[config.mk]
export PLATFORM = sky130hd
export DESIGN_NAME = rxb_msg_buffer
export DESIGN_NICKNAME = d
export VERILOG_FILES = /design/src/rtl/rxb_pkg.sv /design/src/rtl/rxb_ctrl.sv /design/src/rtl/rxb_store.sv /design/src/rtl/rxb_ovr.sv /design/src/rtl/rxb_msg_buffer.sv
export SDC_FILE = /design/constraint.sdc
export NUM_CORES = 1
export LEC_CHECK = 0
export BUFFER_PORTS_ARGS = -buffer_cell sky130_fd_sc_hd__buf_2
export CAP_MARGIN = 20
export CORE_AREA = 8 8 88 90
export DETAILED_ROUTE_END_ITERATION = 16
export DIE_AREA = 0 0 96 98
export PLACE_DENSITY_LB_ADDON = 0.25
export SYNTH_ARGS = -nofsm -noshare
export SYNTH_HDL_FRONTEND = slang
export SYNTH_SLANG_ARGS = --single-unit
export TNS_END_PERCENT = 5
[constraint.sdc]
create_clock -name clk -period 1.5 [get_ports clk]
set_input_delay 0.15 -clock clk [delete_from_list [all_inputs] [get_ports clk]]
set_output_delay 0.15 -clock clk [all_outputs]
set_load 0.01 [all_outputs]
[src/rtl/rxb_pkg.sv]
`timescale 1ns/1ps
package rxb_pkg;

  typedef enum logic {
    RXB_KEEP_NEWEST = 1'b0,
    RXB_KEEP_OLDEST = 1'b1
  } rxb_policy_e;

  typedef struct packed {
    logic store;
    logic overrun;
    logic full_nxt;
  } rxb_dec_t;

endpackage

[src/rtl/rxb_ctrl.sv]
`timescale 1ns/1ps
module rxb_ctrl
  import rxb_pkg::*;
(
  input  logic clk,
  input  logic rst_n,
  input  logic msg_valid,
  input  logic rel,
  input  logic lock_mode,
  output logic full,
  output logic store,
  output logic overrun
);

  rxb_dec_t dec;

  function automatic rxb_dec_t decide(input logic v, input logic r,
                                      input rxb_policy_e pol, input logic f);
    rxb_dec_t d;
    d.overrun  = v & f & ~r;
    d.store    = v & (~f | r | (pol == RXB_KEEP_NEWEST));
    d.full_nxt = d.store | (f & ~r);
    return d;
  endfunction

  always_comb dec = decide(msg_valid, rel, rxb_policy_e'(lock_mode), full);

  always_ff @(posedge clk) begin
    if (!rst_n) full <= 1'b0;
    else        full <= dec.full_nxt;
  end

  assign store   = dec.store;
  assign overrun = dec.overrun;

endmodule

[src/rtl/rxb_store.sv]
`timescale 1ns/1ps
module rxb_store #(
  parameter int MAX_BYTES = 8,
  parameter int BYTE_W    = 8,
  parameter int LEN_W     = $clog2(MAX_BYTES + 1)
) (
  input  logic                        clk,
  input  logic                        rst_n,
  input  logic                        store,
  input  logic [LEN_W-1:0]            in_len,
  input  logic [MAX_BYTES*BYTE_W-1:0] in_data,
  output logic [LEN_W-1:0]            len_q,
  output logic [MAX_BYTES*BYTE_W-1:0] data_q
);

  localparam logic [LEN_W-1:0] LEN_CAP = LEN_W'(MAX_BYTES);

  function automatic logic [LEN_W-1:0] clamp_len(input logic [LEN_W-1:0] l);
    return (l > LEN_CAP) ? LEN_CAP : l;
  endfunction

  logic [LEN_W-1:0] len_c;
  assign len_c = clamp_len(in_len);

  always_ff @(posedge clk) begin
    if (!rst_n)     len_q <= '0;
    else if (store) len_q <= len_c;
  end

  for (genvar b = 0; b < MAX_BYTES; b++) begin : g_byte
    logic keep;
    assign keep = (LEN_W'(b) < len_c);
    always_ff @(posedge clk) begin
      if (!rst_n)
        data_q[b*BYTE_W +: BYTE_W] <= '0;
      else if (store)
        data_q[b*BYTE_W +: BYTE_W] <= keep ? in_data[b*BYTE_W +: BYTE_W] : '0;
    end
  end

endmodule

[src/rtl/rxb_ovr.sv]
`timescale 1ns/1ps
module rxb_ovr (
  input  logic clk,
  input  logic rst_n,
  input  logic set_evt,
  input  logic clr_req,
  output logic flag
);

  always_ff @(posedge clk) begin
    if (!rst_n) flag <= 1'b0;
    else        flag <= set_evt | (flag & ~clr_req);
  end

endmodule

[src/rtl/rxb_msg_buffer.sv]
`timescale 1ns/1ps
module rxb_msg_buffer #(
  parameter int MAX_BYTES = 8,
  parameter int BYTE_W    = 8,
  parameter int LEN_W     = $clog2(MAX_BYTES + 1)
) (
  input  logic                        clk,
  input  logic                        rst_n,
  input  logic                        msg_valid,
  input  logic [LEN_W-1:0]            msg_len,
  input  logic [MAX_BYTES*BYTE_W-1:0] msg_data,
  input  logic                        rel,
  input  logic                        lock_mode,
  input  logic                        ovr_clr,
  output logic [MAX_BYTES*BYTE_W-1:0] buf_data,
  output logic [LEN_W-1:0]            buf_len,
  output logic                        buf_full,
  output logic                        ovr_flag
);

  logic evt_store;
  logic evt_overrun;

  rxb_ctrl u_ctrl (
    .clk       (clk),
    .rst_n     (rst_n),
    .msg_valid (msg_valid),
    .rel       (rel),
    .lock_mode (lock_mode),
    .full      (buf_full),
    .store     (evt_store),
    .overrun   (evt_overrun)
  );

  rxb_store #(.MAX_BYTES(MAX_BYTES), .BYTE_W(BYTE_W), .LEN_W(LEN_W)) u_store (
    .clk     (clk),
    .rst_n   (rst_n),
    .store   (evt_store),
    .in_len  (msg_len),
    .in_data (msg_data),
    .len_q   (buf_len),
    .data_q  (buf_data)
  );

  rxb_ovr u_ovr (
    .clk     (clk),
    .rst_n   (rst_n),
    .set_evt (evt_overrun),
    .clr_req (ovr_clr),
    .flag    (ovr_flag)
  );

endmodule

Yosys cells after proc, flatten, opt, wreduce, memory -nomap -nowiden:

Cells that the tools add are included.

* eq/ne operators: 0
* div/mod/pow operators: 0
* mux-type cells: 9
* multipliers: 0
* reductions and logical operators: 0
* $add $sub $neg: 0
* $lt $le $gt $ge: 9
* bitwise logic cells: 13
* shift operators: 0

Operators with widths (count)
* 8-bit 2-to-1 mux: 8
* 3-bit by 4-bit < comparator with 1-bit output, first input constant: 4
* 1-bit by 4-bit < comparator with 1-bit output, first input constant: 2
* 2-bit by 4-bit < comparator with 1-bit output, first input constant: 2
* 1-bit AND: 5
* 4-bit greater-than comparator, second input constant: 1
* 4-bit 2-to-1 mux: 1
* 1-bit inverter: 4
* 1-bit OR: 4

* bits in writable memories: 0
* logic and storage cells: 42
* flip-flop bits (word level): 70
* memories kept: 0
* memory bits (read-only): 0
* bits of input ports: 74
* bits in latches: 0

Logic depth before layout (Yosys ltp):

Gate-level depths: netlist of run 1.

* word-level depth: 5
* mapped depth: 6
* mapped depth without buffers: 3

Hierarchy:

From an unflattened synthesis of run 1, not the netlist that was laid out.

* cell total of the unflattened synthesis: 215
* area total of the unflattened synthesis: 2419.8 um^2

Modules (own cells, without submodules)
* rxb_store: cells each 207, area each 2323.5 um^2, times used 1
* rxb_ctrl: cells each 5, area each 55.1 um^2, times used 1
* rxb_ovr: cells each 3, area each 41.3 um^2, times used 1

Worst setup path after synthesis of run 1:

Ideal clock, no wire load.

* kind: register to register
* from: register u_ctrl.full
* to: register u_store.data_q[57]
* data required time: 1428 ps
* clock period less this slack: 1341 ps
* buffers on the path: 3
* cell stages (with the launch flop): 7
* arrival: 1269 ps
* path slack: 159 ps
* cell sequence: dfxtp_1 and3b_1 buf_6 nor2_1 buf_4 buf_4 mux2i_1

* longest elaborated chain between the ends: 4

RTL lines
* start, declared: RTL line rxb_ctrl.sv:10 `output logic full,`
* start signal, assigned: RTL line rxb_ctrl.sv:30 `else full <= dec.full_nxt;`
* 1-bit inverter: RTL line rxb_ctrl.sv:21 `d.store = v & (~f | r | (pol == RXB_KEEP_NEWEST));`
* 1-bit OR (2 in a row): RTL line rxb_ctrl.sv:21
* 1-bit AND: RTL line rxb_ctrl.sv:21
* end signal, assigned by index: RTL line rxb_store.sv:37 `data_q[b*BYTE_W +: BYTE_W] <= keep ? in_data[b*BYTE_W +: BYTE_W] : '0;`
* end, declared: RTL line rxb_store.sv:13 `output logic [MAX_BYTES*BYTE_W-1:0] data_q`

No other way between the ends.
A chain may end at the register's enable or synchronous reset.

Worst setup path after layout of run 1:

* from: register u_ctrl.full
* to: register u_store.data_q[5]

The elaborated chain is that of the path after synthesis.

==> flow_summary.html, run 1 <==
<table>
<tr><th>Metric</th><th>Value</th></tr>
<tr><th colspan="2">Logic synthesis</th></tr>
<tr><td>Fraction of synthesized cell area in xor and xnor cells</td><td>0%</td></tr>
<tr><td>Area share of the leading cell type in the synthesized netlist</td><td>51.7%</td></tr>
<tr><td>EDFF count, synth</td><td>0</td></tr>
<tr><td>Post-Syn Nets</td><td>367</td></tr>
<tr><td>Largest cells by area after synthesis</td><td>sky130_fd_sc_hd__dfxtp_1, sky130_fd_sc_hd__nand2_1, sky130_fd_sc_hd__a22o_1</td></tr>
<tr><td>Post-Synthesis Cell Area</td><td>0.00271 mm2</td></tr>
<tr><td>Total of flip-flops plus latches after synthesis</td><td>70</td></tr>
<tr><td>Most common library cells after synthesis</td><td>sky130_fd_sc_hd__dfxtp_1, sky130_fd_sc_hd__nand2_1, sky130_fd_sc_hd__a21oi_1</td></tr>
<tr><td>Dominant cell by count in the synthesized netlist</td><td>sky130_fd_sc_hd__dfxtp_1</td></tr>
<tr><td>YS warnings</td><td>0</td></tr>
<tr><td>Post-synthesis sequential area ratio</td><td>51.7%</td></tr>
<tr><td>Synth Area in Adders</td><td>0%</td></tr>
<tr><td>Portion of netlist area occupied by mux cells</td><td>2.95%</td></tr>
<tr><td>Most frequently used flop master after synthesis</td><td>sky130_fd_sc_hd__dfxtp_1</td></tr>
<tr><td>Simple-Gate Fraction of Synth Area</td><td>16.9%</td></tr>
<tr><td>Post-synthesis compound-gate area fraction</td><td>23.2%</td></tr>
<tr><td>Library cell occupying the most area in the post-synthesis netlist</td><td>sky130_fd_sc_hd__dfxtp_1</td></tr>
<tr><td>Fraction of synthesis flops using an asynchronous set or reset pin</td><td>0%</td></tr>
<tr><td>Post-synthesis area per instance</td><td>9.25 um2</td></tr>
<tr><td>Post-synthesis instance total</td><td>293</td></tr>
<tr><td>Post-synthesis cell type count</td><td>31</td></tr>
<tr><td>Main combinational cell family by area after synthesis</td><td>compound AO/OA/AOI/OAI gates</td></tr>
<tr><th colspan="2">Global route</th></tr>
<tr><td>Overall overflow remaining after global route</td><td>0</td></tr>
<tr><td>Antenna violations before repair</td><td>0</td></tr>
<tr><td>Largest net degree at the start of global routing</td><td>60</td></tr>
<tr><td>Number of global-route vias before repair</td><td>2647</td></tr>
<tr><td>Overall Global Routing Usage</td><td>16.8%</td></tr>
<tr><td>Wire length of the first global-routing pass</td><td>12700 um</td></tr>
<tr><th colspan="2">Clocking</th></tr>
<tr><td>Clock transition at path regs</td><td>80 ps</td></tr>
<tr><td>Hold buffer count at CTS</td><td>0</td></tr>
<tr><td>Insertion delay to the later sink of the worst-skew pair</td><td>330 ps</td></tr>
<tr><td>Library cell used as clock root buffer</td><td>sky130_fd_sc_hd__clkbuf_8</td></tr>
<tr><td>Number of buffers added by the clock tree synthesis step</td><td>9</td></tr>
<tr><td>Number of levels the H-tree was split into</td><td>3</td></tr>
<tr><td>TritonCTS clock tree</td><td>built</td></tr>
<tr><td>Buffer levels on the longest clock path</td><td>2</td></tr>
<tr><td>CTS Sinks</td><td>70</td></tr>
<tr><td>Setup bufs post-CTS</td><td>0</td></tr>
<tr><td>Post-cts repair resize count</td><td>0</td></tr>
<tr><th colspan="2">Critical path</th></tr>
<tr><td>First element of the critical path</td><td>u_ctrl.full$_SDFF_PN0_</td></tr>
<tr><td>Kind of capture point of the worst setup path</td><td>flop</td></tr>
<tr><td>Largest stage delay on the critical path</td><td>340 ps</td></tr>
<tr><td>Reg-to-reg startpoint</td><td>u_ctrl.full$_SDFF_PN0_</td></tr>
<tr><td>Category of the worst setup path launch point</td><td>flop</td></tr>
<tr><td>Required time of the worst setup path</td><td>1750 ps</td></tr>
<tr><td>Crit path kind</td><td>flop to flop</td></tr>
<tr><td>Crit path DAT</td><td>1600 ps</td></tr>
<tr><td>Slowest cell on the critical path</td><td>sky130_fd_sc_hd__buf_4</td></tr>
<tr><td>Critical path cell sequence</td><td>nand3b_1 &gt; buf_4 &gt; nand3_1 &gt; o22ai_1</td></tr>
<tr><td>Critical Path Fanout Max</td><td>24</td></tr>
<tr><th colspan="2">Floorplan</th></tr>
<tr><td>Total Die Area</td><td>0.00941 mm2</td></tr>
<tr><td>Total core area</td><td>0.00649 mm2</td></tr>
<tr><td>Row cnt</td><td>30</td></tr>
<tr><td>DIE WIDTH</td><td>96 um</td></tr>
<tr><td>Initial cell density of the core</td><td>41.7%</td></tr>
<tr><td>IO Count</td><td>144</td></tr>
<tr><td>Chip height</td><td>98 um</td></tr>
<tr><th colspan="2">Layout</th></tr>
<tr><td>Layout area overhead</td><td>38.8%</td></tr>
<tr><td>Diodes inserted</td><td>0</td></tr>
<tr><td>FILL cells</td><td>617</td></tr>
<tr><td>Final net count</td><td>507</td></tr>
<tr><td>Fin util</td><td>57.9%</td></tr>
<tr><td>Ratio of cells with drive above 1 in the final layout</td><td>44.3%</td></tr>
<tr><th colspan="2">Detailed routing</th></tr>
<tr><td>First-pass DRT Iterations</td><td>4</td></tr>
<tr><td>Number of violations reported at the end of detailed-routing iteration 0</td><td>161</td></tr>
<tr><td>Final Routed Wirelength</td><td>8090 um</td></tr>
<tr><td>Vias per inst</td><td>5.14</td></tr>
<tr><td>Vias after detailed routing</td><td>2662</td></tr>
<tr><td>Antenna viol nets, final</td><td>0</td></tr>
<tr><td>Detailed-route DRC error count</td><td>0</td></tr>
<tr><td>Post-detailed-route wirelength per cell</td><td>15.6 um</td></tr>
<tr><th colspan="2">Placed design</th></tr>
<tr><td>Global placer's final weighted congestion</td><td>0.774</td></tr>
<tr><td>Sum of net half-perimeters after detailed placement</td><td>5870 um</td></tr>
<tr><td>PortBufs</td><td>143</td></tr>
<tr><th colspan="2">Flow run</th></tr>
<tr><td>Reported max-cap violation count</td><td>0</td></tr>
<tr><th colspan="2">STA</th></tr>
<tr><td>Worst hold slack after final layout</td><td>21.9 ps</td></tr>
<tr><td>Max_slew headroom</td><td>60.7%</td></tr>
<tr><td>Achievable frequency</td><td>743 MHz</td></tr>
<tr><td>Count of endpoints failing hold in the final timing report</td><td>0</td></tr>
<tr><td>Worst-case clock skew</td><td>6.66 ps</td></tr>
<tr><td>Transition at the pin with the smallest max-transition slack</td><td>588 ps</td></tr>
<tr><td>Shortest period the worst path allows</td><td>1350 ps</td></tr>
<tr><td>Setup violation total in the final timing report</td><td>0</td></tr>
<tr><td>Setup TNS</td><td>0 ps</td></tr>
<tr><td>Share of the cycle needed by the critical path after routing</td><td>89.7%</td></tr>
<tr><td>Number of max-slew violations in the final report</td><td>0</td></tr>
<tr><td>Setup repair after global routing missed its margin</td><td>false</td></tr>
<tr><th colspan="2">Pwr</th></tr>
<tr><td>Standby leakage power</td><td>1.79 nW</td></tr>
<tr><td>Total power</td><td>4.38 mW</td></tr>
<tr><td>Peak VDD IR</td><td>622 uV</td></tr>
<tr><td>Power per cell area</td><td>1160 mW/mm2</td></tr>
<tr><th colspan="2">Outcome</th></tr>
<tr><td>Outcome</td><td>completed</td></tr>
<tr><th colspan="2">Hold path</th></tr>
<tr><td>Source of the worst hold timing path</td><td>msg_data[33]</td></tr>
<tr><td>Class of the tightest hold or removal check</td><td>input pin to flop</td></tr>
</table>
[where the power goes]
group          internal, mW  leakage [nW]  total [mW]  switching (mW)
clock network          1.10         0.119        1.81           0.711
logic                 0.257          1.09       0.572           0.314
registers              1.96         0.574        2.00          0.0468
total                  3.31          1.79        4.38            1.07
[logic make-up (layout without fill, tap and decap cells)]
group                  count (synthesis)  count (layout)
AND/OR/NAND/NOR                       95              95
AO/OA/AOI/OAI                         90              90
flip-flops                            70              70
buffers and inverters                 30             175
multiplexers                           8               8
[stage by stage]
| stage | setup WS [ps] | cell area (um2) | cells |
|---|---|---|---|
| 2_1_floorplan | 159 | 2710 | 293 |
| 5_1_grt | 18.3 | 3760 | 518 |
| 3_5_place_dp | 47.0 | 3520 | 502 |
| 4_1_cts | 29.1 | 3760 | 518 |
| 3_3_place_gp | 93.6 | 3520 | 502 |
| 6_report | 155 | 3760 | 518 |
[critical path: cells and delay by family, from the launching register on]
kind	cells	cell delay, ps
buffers and inverters	1	340
AND/OR/NAND/NOR	2	430
flip-flops	1	330
AO/OA/AOI/OAI	1	170
[placed cells by master (no fill, tap or decap), types with 5 or more instances in the layout]
cell type	Yosys	layout
sky130_fd_sc_hd__buf_2	8	143
sky130_fd_sc_hd__dfxtp_1	70	70
sky130_fd_sc_hd__nand2_1	48	48
sky130_fd_sc_hd__a21oi_1	22	22
sky130_fd_sc_hd__o21ai_0	20	20
sky130_fd_sc_hd__nand4_1	19	19
sky130_fd_sc_hd__nand3_1	17	17
sky130_fd_sc_hd__a31o_2	16	16
sky130_fd_sc_hd__a22o_1	16	16
sky130_fd_sc_hd__buf_4	3	11
sky130_fd_sc_hd__clkbuf_8	0	9
sky130_fd_sc_hd__o22ai_1	8	8
sky130_fd_sc_hd__mux2i_1	8	8
sky130_fd_sc_hd__nor2_1	6	5
[final timing paths]
path | endpoint | slack (ps) | depth (start not counted)
worst max-delay path | u_store.data_q[5]$_SDFFE_PN0P_ | 150 | 4
worst min-delay path | u_store.data_q[33]$_SDFFE_PN0P_ | 20 | 2
worst max register to register | u_store.data_q[5]$_SDFFE_PN0P_ | 150 | 4
worst min register to register | u_store.data_q[59]$_SDFFE_PN0P_ | 450 | 2
[cell type report]
class / count / area, um2 / area share (%)
flip-flops and latches: 70 / 1400 / 37.2
multi-input cells: 193 / 1170 / 31.2
repair buffers: 156 / 838 / 22.3
clock buffers: 9 / 124 / 3.29
clock inverters: 7 / 113 / 2.99
well taps: 80 / 100 / 2.66
inverters: 3 / 11.3 / 0.299
[flip-flops by register name, summed over array words and instances (netlist names)]
register,flops
u_ovr.flag,1
u_store.len_q,4
u_store.data_q,64
u_ctrl.full,1
[per-layer routing]
metal / wire length, um / share of wire, % / track usage [%] / vias to the layer above
met3: 647 / 8.0 / 5.91 / 8
li1: - / - / - / 1342
met1: 3380 / 42 / 20.3 / 1239
met4: 115 / 1.4 / 5.56 / 0
met5: 0 / 0 / 0 / -
met2: 3950 / 49 / 26.6 / 73
(Power assumes the default switching activity.)
==> run 2: changes to the inputs <==
--- a/config.mk
+++ b/config.mk
@@ -6,10 +6,9 @@
 export NUM_CORES = 1
 export LEC_CHECK = 0
 export BUFFER_PORTS_ARGS = -buffer_cell sky130_fd_sc_hd__buf_2
-export CAP_MARGIN = 20
-export CORE_AREA = 8 8 88 90
+export CORE_AREA = 8 8 92 94
 export DETAILED_ROUTE_END_ITERATION = 16
-export DIE_AREA = 0 0 96 98
+export DIE_AREA = 0 0 100 102
 export PLACE_DENSITY_LB_ADDON = 0.25
 export SYNTH_ARGS = -nofsm -noshare
 export SYNTH_HDL_FRONTEND = slang
==> constraint.sdc (replaced) <==
create_clock -name clk -period 1.2 [get_ports clk]
set_input_delay 0.12 -clock clk [delete_from_list [all_inputs] [get_ports clk]]
set_output_delay 0.12 -clock clk [all_outputs]
set_load 0.01 [all_outputs]
==> run 2 against run 1 <==
Net effect: the run now ends with setup timing left; die area is 8.4% higher; register-to-register slack got worse by 230 ps; hold slack lost 8.0 ps; sequential power is 26% higher; utilization decreased by 0.60 points; largest power group unchanged.
==> flow_summary.html, run 2 (synthesis results as in run 1) <==
<table>
<tr><th>Metric</th><th>Value</th></tr>
<tr><th colspan="2">Critical path</th></tr>
<tr><td>Slowest cell on the critical path</td><td>sky130_fd_sc_hd__dfxtp_2 (was sky130_fd_sc_hd__buf_4)</td></tr>
<tr><td>Crit path DAT</td><td>1550 ps (was 1600 ps)</td></tr>
<tr><td>Critical Path Fanout Max</td><td>8 (was 24)</td></tr>
<tr><td>Buf+Inv Stages, Crit Path</td><td>1 (unchanged)</td></tr>
<tr><td>Crit path kind</td><td>flop to flop (unchanged)</td></tr>
<tr><td>Capture point of the worst reg-to-reg path</td><td>u_store.data_q[34]$_SDFFE_PN0P_ (was u_store.data_q[5]$_SDFFE_PN0P_)</td></tr>
<tr><td>Category of the worst setup path launch point</td><td>flop (unchanged)</td></tr>
<tr><td>Largest stage delay on the critical path</td><td>320 ps (was 340 ps)</td></tr>
<tr><td>First element of the critical path</td><td>u_ctrl.full$_SDFF_PN0_ (unchanged)</td></tr>
<tr><td>Critical path cell sequence</td><td>and3b_2 &gt; a2111oi_4 &gt; buf_4 &gt; a22o_1 (was nand3b_1 &gt; buf_4 &gt; nand3_1 &gt; o22ai_1)</td></tr>
<tr><td>Required time of the worst setup path</td><td>1480 ps (was 1750 ps)</td></tr>
<tr><td>Reg-to-reg startpoint</td><td>u_ctrl.full$_SDFF_PN0_ (unchanged)</td></tr>
<tr><td>Kind of capture point of the worst setup path</td><td>flop (unchanged)</td></tr>
<tr><td>Depth of the worst register-to-register path</td><td>4 (unchanged)</td></tr>
<tr><td>Reg2reg setup slack</td><td>-80 ps (was 150 ps)</td></tr>
<tr><td>Top Family by Delay on Critical Path</td><td>compound AO/OA/AOI/OAI gates (was simple AND/OR/NAND/NOR gates)</td></tr>
<tr><td>Total stage count of the critical path</td><td>4 (unchanged)</td></tr>
<tr><td>End point of the critical path</td><td>u_store.data_q[34]$_SDFFE_PN0P_ (was u_store.data_q[5]$_SDFFE_PN0P_)</td></tr>
<tr><th colspan="2">Clocking</th></tr>
<tr><td>CTS Sinks</td><td>70 (unchanged)</td></tr>
<tr><td>Library cell used as clock root buffer</td><td>sky130_fd_sc_hd__clkbuf_8 (unchanged)</td></tr>
<tr><td>Buffer levels on the longest clock path</td><td>2 (unchanged)</td></tr>
<tr><td>Number of levels the H-tree was split into</td><td>3 (unchanged)</td></tr>
<tr><td>Number of buffers added by the clock tree synthesis step</td><td>9 (unchanged)</td></tr>
<tr><td>Insertion delay to the later sink of the worst-skew pair</td><td>330 ps (about the same)</td></tr>
<tr><td>TritonCTS clock tree</td><td>built (unchanged)</td></tr>
<tr><td>Clock transition at path regs</td><td>70 ps (was 80 ps)</td></tr>
<tr><th colspan="2">Layout</th></tr>
<tr><td>Combined area of the multi-input logic cells</td><td>0.00119 mm2 (was 0.00117 mm2)</td></tr>
<tr><td>Top library cells by usage in the layout, fill and taps aside</td><td>sky130_fd_sc_hd__buf_2, sky130_fd_sc_hd__dfxtp_1, sky130_fd_sc_hd__nand2_1 (unchanged)</td></tr>
<tr><td>Final standard cell count with taps included and fillers excluded</td><td>561 (was 518)</td></tr>
<tr><td>Layout area overhead</td><td>49.4% (was 38.8%)</td></tr>
<tr><td>Final net count</td><td>530 (was 507)</td></tr>
<tr><td>Flip-flop count of the largest register after layout</td><td>64 (unchanged)</td></tr>
<tr><td>Most common library cell in the layout ignoring fill and taps</td><td>sky130_fd_sc_hd__buf_2 (unchanged)</td></tr>
<tr><td>Register area</td><td>0.00140 mm2 (about the same)</td></tr>
<tr><td>Ratio of cells with drive above 1 in the final layout</td><td>43.6% (was 44.3%)</td></tr>
<tr><td>Largest register by flop count</td><td>u_store.data_q (unchanged)</td></tr>
<tr><td>FILL cells</td><td>702 (was 617)</td></tr>
<tr><td>Largest registers in the final layout</td><td>u_store.data_q: 64 flops, u_store.len_q: 4 flops (unchanged)</td></tr>
<tr><th colspan="2">Floorplan</th></tr>
<tr><td>Total Die Area</td><td>0.0102 mm2 (was 0.00941 mm2)</td></tr>
<tr><td>Row cnt</td><td>31 (was 30)</td></tr>
<tr><td>Total core area</td><td>0.00706 mm2 (was 0.00649 mm2)</td></tr>
<tr><td>Chip height</td><td>102 um (was 98 um)</td></tr>
<tr><td>Initial cell density of the core</td><td>38.4% (was 41.7%)</td></tr>
<tr><td>DIE WIDTH</td><td>100 um (was 96 um)</td></tr>
<tr><td>IO Count</td><td>144 (unchanged)</td></tr>
<tr><th colspan="2">Global route</th></tr>
<tr><td>Overall Global Routing Usage</td><td>16.6% (was 16.8%)</td></tr>
<tr><td>Number of global-route vias before repair</td><td>2776 (was 2647)</td></tr>
<tr><td>Largest net degree at the start of global routing</td><td>48 (was 60)</td></tr>
<tr><td>Antenna violations before repair</td><td>0 (unchanged)</td></tr>
<tr><td>Overall overflow remaining after global route</td><td>0 (unchanged)</td></tr>
<tr><td>Wire length of the first global-routing pass</td><td>13600 um (was 12700 um)</td></tr>
<tr><th colspan="2">Detailed routing</th></tr>
<tr><td>Vias after detailed routing</td><td>2797 (was 2662)</td></tr>
<tr><td>First-pass DRT Iterations</td><td>5 (was 4)</td></tr>
<tr><td>Vias per inst</td><td>4.99 (was 5.14)</td></tr>
<tr><td>Post-detailed-route wirelength per cell</td><td>15.8 um (was 15.6 um)</td></tr>
<tr><td>Antenna viol nets, final</td><td>0 (unchanged)</td></tr>
<tr><td>Detailed-route DRC error count</td><td>0 (unchanged)</td></tr>
<tr><td>Number of violations reported at the end of detailed-routing iteration 0</td><td>102 (was 161)</td></tr>
<tr><td>Final Routed Wirelength</td><td>8870 um (was 8090 um)</td></tr>
<tr><th colspan="2">Pwr</th></tr>
<tr><td>Peak VDD IR</td><td>639 uV (was 622 uV)</td></tr>
<tr><td>Standby leakage power</td><td>1.90 nW (was 1.79 nW)</td></tr>
<tr><td>Power per cell area</td><td>1290 mW/mm2 (was 1160 mW/mm2)</td></tr>
<tr><td>Total power</td><td>5.21 mW (was 4.38 mW)</td></tr>
<tr><th colspan="2">STA</th></tr>
<tr><td>Number of max-slew violations in the final report</td><td>0 (unchanged)</td></tr>
<tr><td>Shortest period the worst path allows</td><td>1280 ps (was 1350 ps)</td></tr>
<tr><td>Max_slew headroom</td><td>54.1% (was 60.7%)</td></tr>
<tr><td>Count of endpoints failing hold in the final timing report</td><td>0 (unchanged)</td></tr>
<tr><td>Setup violation total in the final timing report</td><td>43 (was 0)</td></tr>
<tr><td>Worst-case clock skew</td><td>5.95 ps (was 6.66 ps)</td></tr>
<tr><td>Worst hold slack after final layout</td><td>13.9 ps (was 21.9 ps)</td></tr>
<tr><td>Worst-case setup margin in the final layout</td><td>-78.5 ps (was 155 ps)</td></tr>
<tr><td>Achievable frequency</td><td>782 MHz (was 743 MHz)</td></tr>
<tr><td>Transition at the pin with the smallest max-transition slack</td><td>686 ps (was 588 ps)</td></tr>
<tr><td>Share of the cycle needed by the critical path after routing</td><td>107% (was 89.7%)</td></tr>
<tr><td>Setup repair after global routing missed its margin</td><td>true (was false)</td></tr>
<tr><th colspan="2">Outcome</th></tr>
<tr><td>Outcome</td><td>finished with violations (was completed)</td></tr>
<tr><td>Violated checks</td><td>setup timing</td></tr>
<tr><th colspan="2">Placed design</th></tr>
<tr><td>Setup slack after placement</td><td>-184 ps (was 47.0 ps)</td></tr>
<tr><td>PortBufs</td><td>143 (unchanged)</td></tr>
<tr><td>Sum of net half-perimeters after detailed placement</td><td>6190 um (was 5870 um)</td></tr>
<tr><td>Number of instances in the placed design</td><td>523 (was 502)</td></tr>
<tr><td>Global placer's final weighted congestion</td><td>0.728 (was 0.774)</td></tr>
<tr><th colspan="2">Flow run</th></tr>
<tr><td>Reported max-cap violation count</td><td>0 (unchanged)</td></tr>
<tr><th colspan="2">Hold path</th></tr>
<tr><td>Class of the tightest hold or removal check</td><td>input pin to flop (unchanged)</td></tr>
</table>
-- run 2: changes by cell type in the layout (fill, tap and decap cells not counted), sizes merged --
cell,before,now
dlygate4sd3,0,18
buf,156,161
bufinv,3,1
clkbuf,9,10
clkinv,3,4
diode,0,1
-- run 2: power by group --
part | internal (mW) | total (mW) | switching [mW]
sequential | 2.45 | 2.51 | 0.0577
clock | 1.01 | 1.89 | 0.882
combinational | 0.390 | 0.813 | 0.422
-- run 2: layout make-up --
| class | count | share of cell area (%) |
|---|---|---|
| flip-flops and latches | 70 | 34.7 |
| multi-input cells | 193 | 29.3 |
| repair buffers | 179 | 27.7 |
| clock buffers | 10 | 3.40 |
| well taps | 99 | 3.06 |
| clock inverters | 6 | 1.51 |
| inverters | 3 | 0.278 |
| diodes | 1 | 0.0618 |
-- run 2: per-layer routing --
layer,track usage [%],up-vias,share of wire [%]
met5,0,-,0
met1,19.2,1293,40
met2,28.4,104,51
li1,-,1391,-
met4,6.05,0,1.2
met3,4.84,9,8.1
-- run 2: worst min path at each step --
stage                       startpoint                         endpoint  slack [ps]  depth (start not counted)
after global routing      msg_data[46]  u_store.data_q[46]$_SDFFE_PN0P_          10                          2
after global placement    msg_data[33]  u_store.data_q[33]$_SDFFE_PN0P_         330                          2
after CTS                 msg_data[12]  u_store.data_q[12]$_SDFFE_PN0P_         0.4                          3
after floorplan           msg_data[38]  u_store.data_q[38]$_SDFFE_PN0P_         240                          1
after detailed placement  msg_data[48]  u_store.data_q[48]$_SDFFE_PN0P_         340                          2
final                     msg_data[12]  u_store.data_q[12]$_SDFFE_PN0P_          10                          3
-- run 2: worst register-to-register path, delay by kind of cell, from the launching register on --
kind                   cells  cell delay [ps]
flip-flops                 1              320
buffers and inverters      1              210
AO/OA/AOI/OAI              2              410
AND/OR/NAND/NOR            1              280
-- run 2: repair_timing --
| action | CTS | global route |
|---|---|---|
| setup buffers | 2 | 1 |
| setup endpoints to repair | 67 | 67 |
| hold buffers | 18 | 0 |
| cloned | 0 | 0 |
| resized for setup | 5 | 4 |
| endpoints found under the hold margin | 18 | 0 |
| pin swaps | 11 | 18 |
-- run 2: metrics by stage --
step | TNS (ps) | utilization [%] | cell area [um2]
after floorplan | -1280 | - | 2730
after global placement | -5170 | 51.0 | 3600
after detailed placement | -6420 | 51.0 | 3600
after CTS | -1980 | 57.0 | 4030
after global routing | -5440 | 57.3 | 4050
final | -1730 | 57.3 | 4050
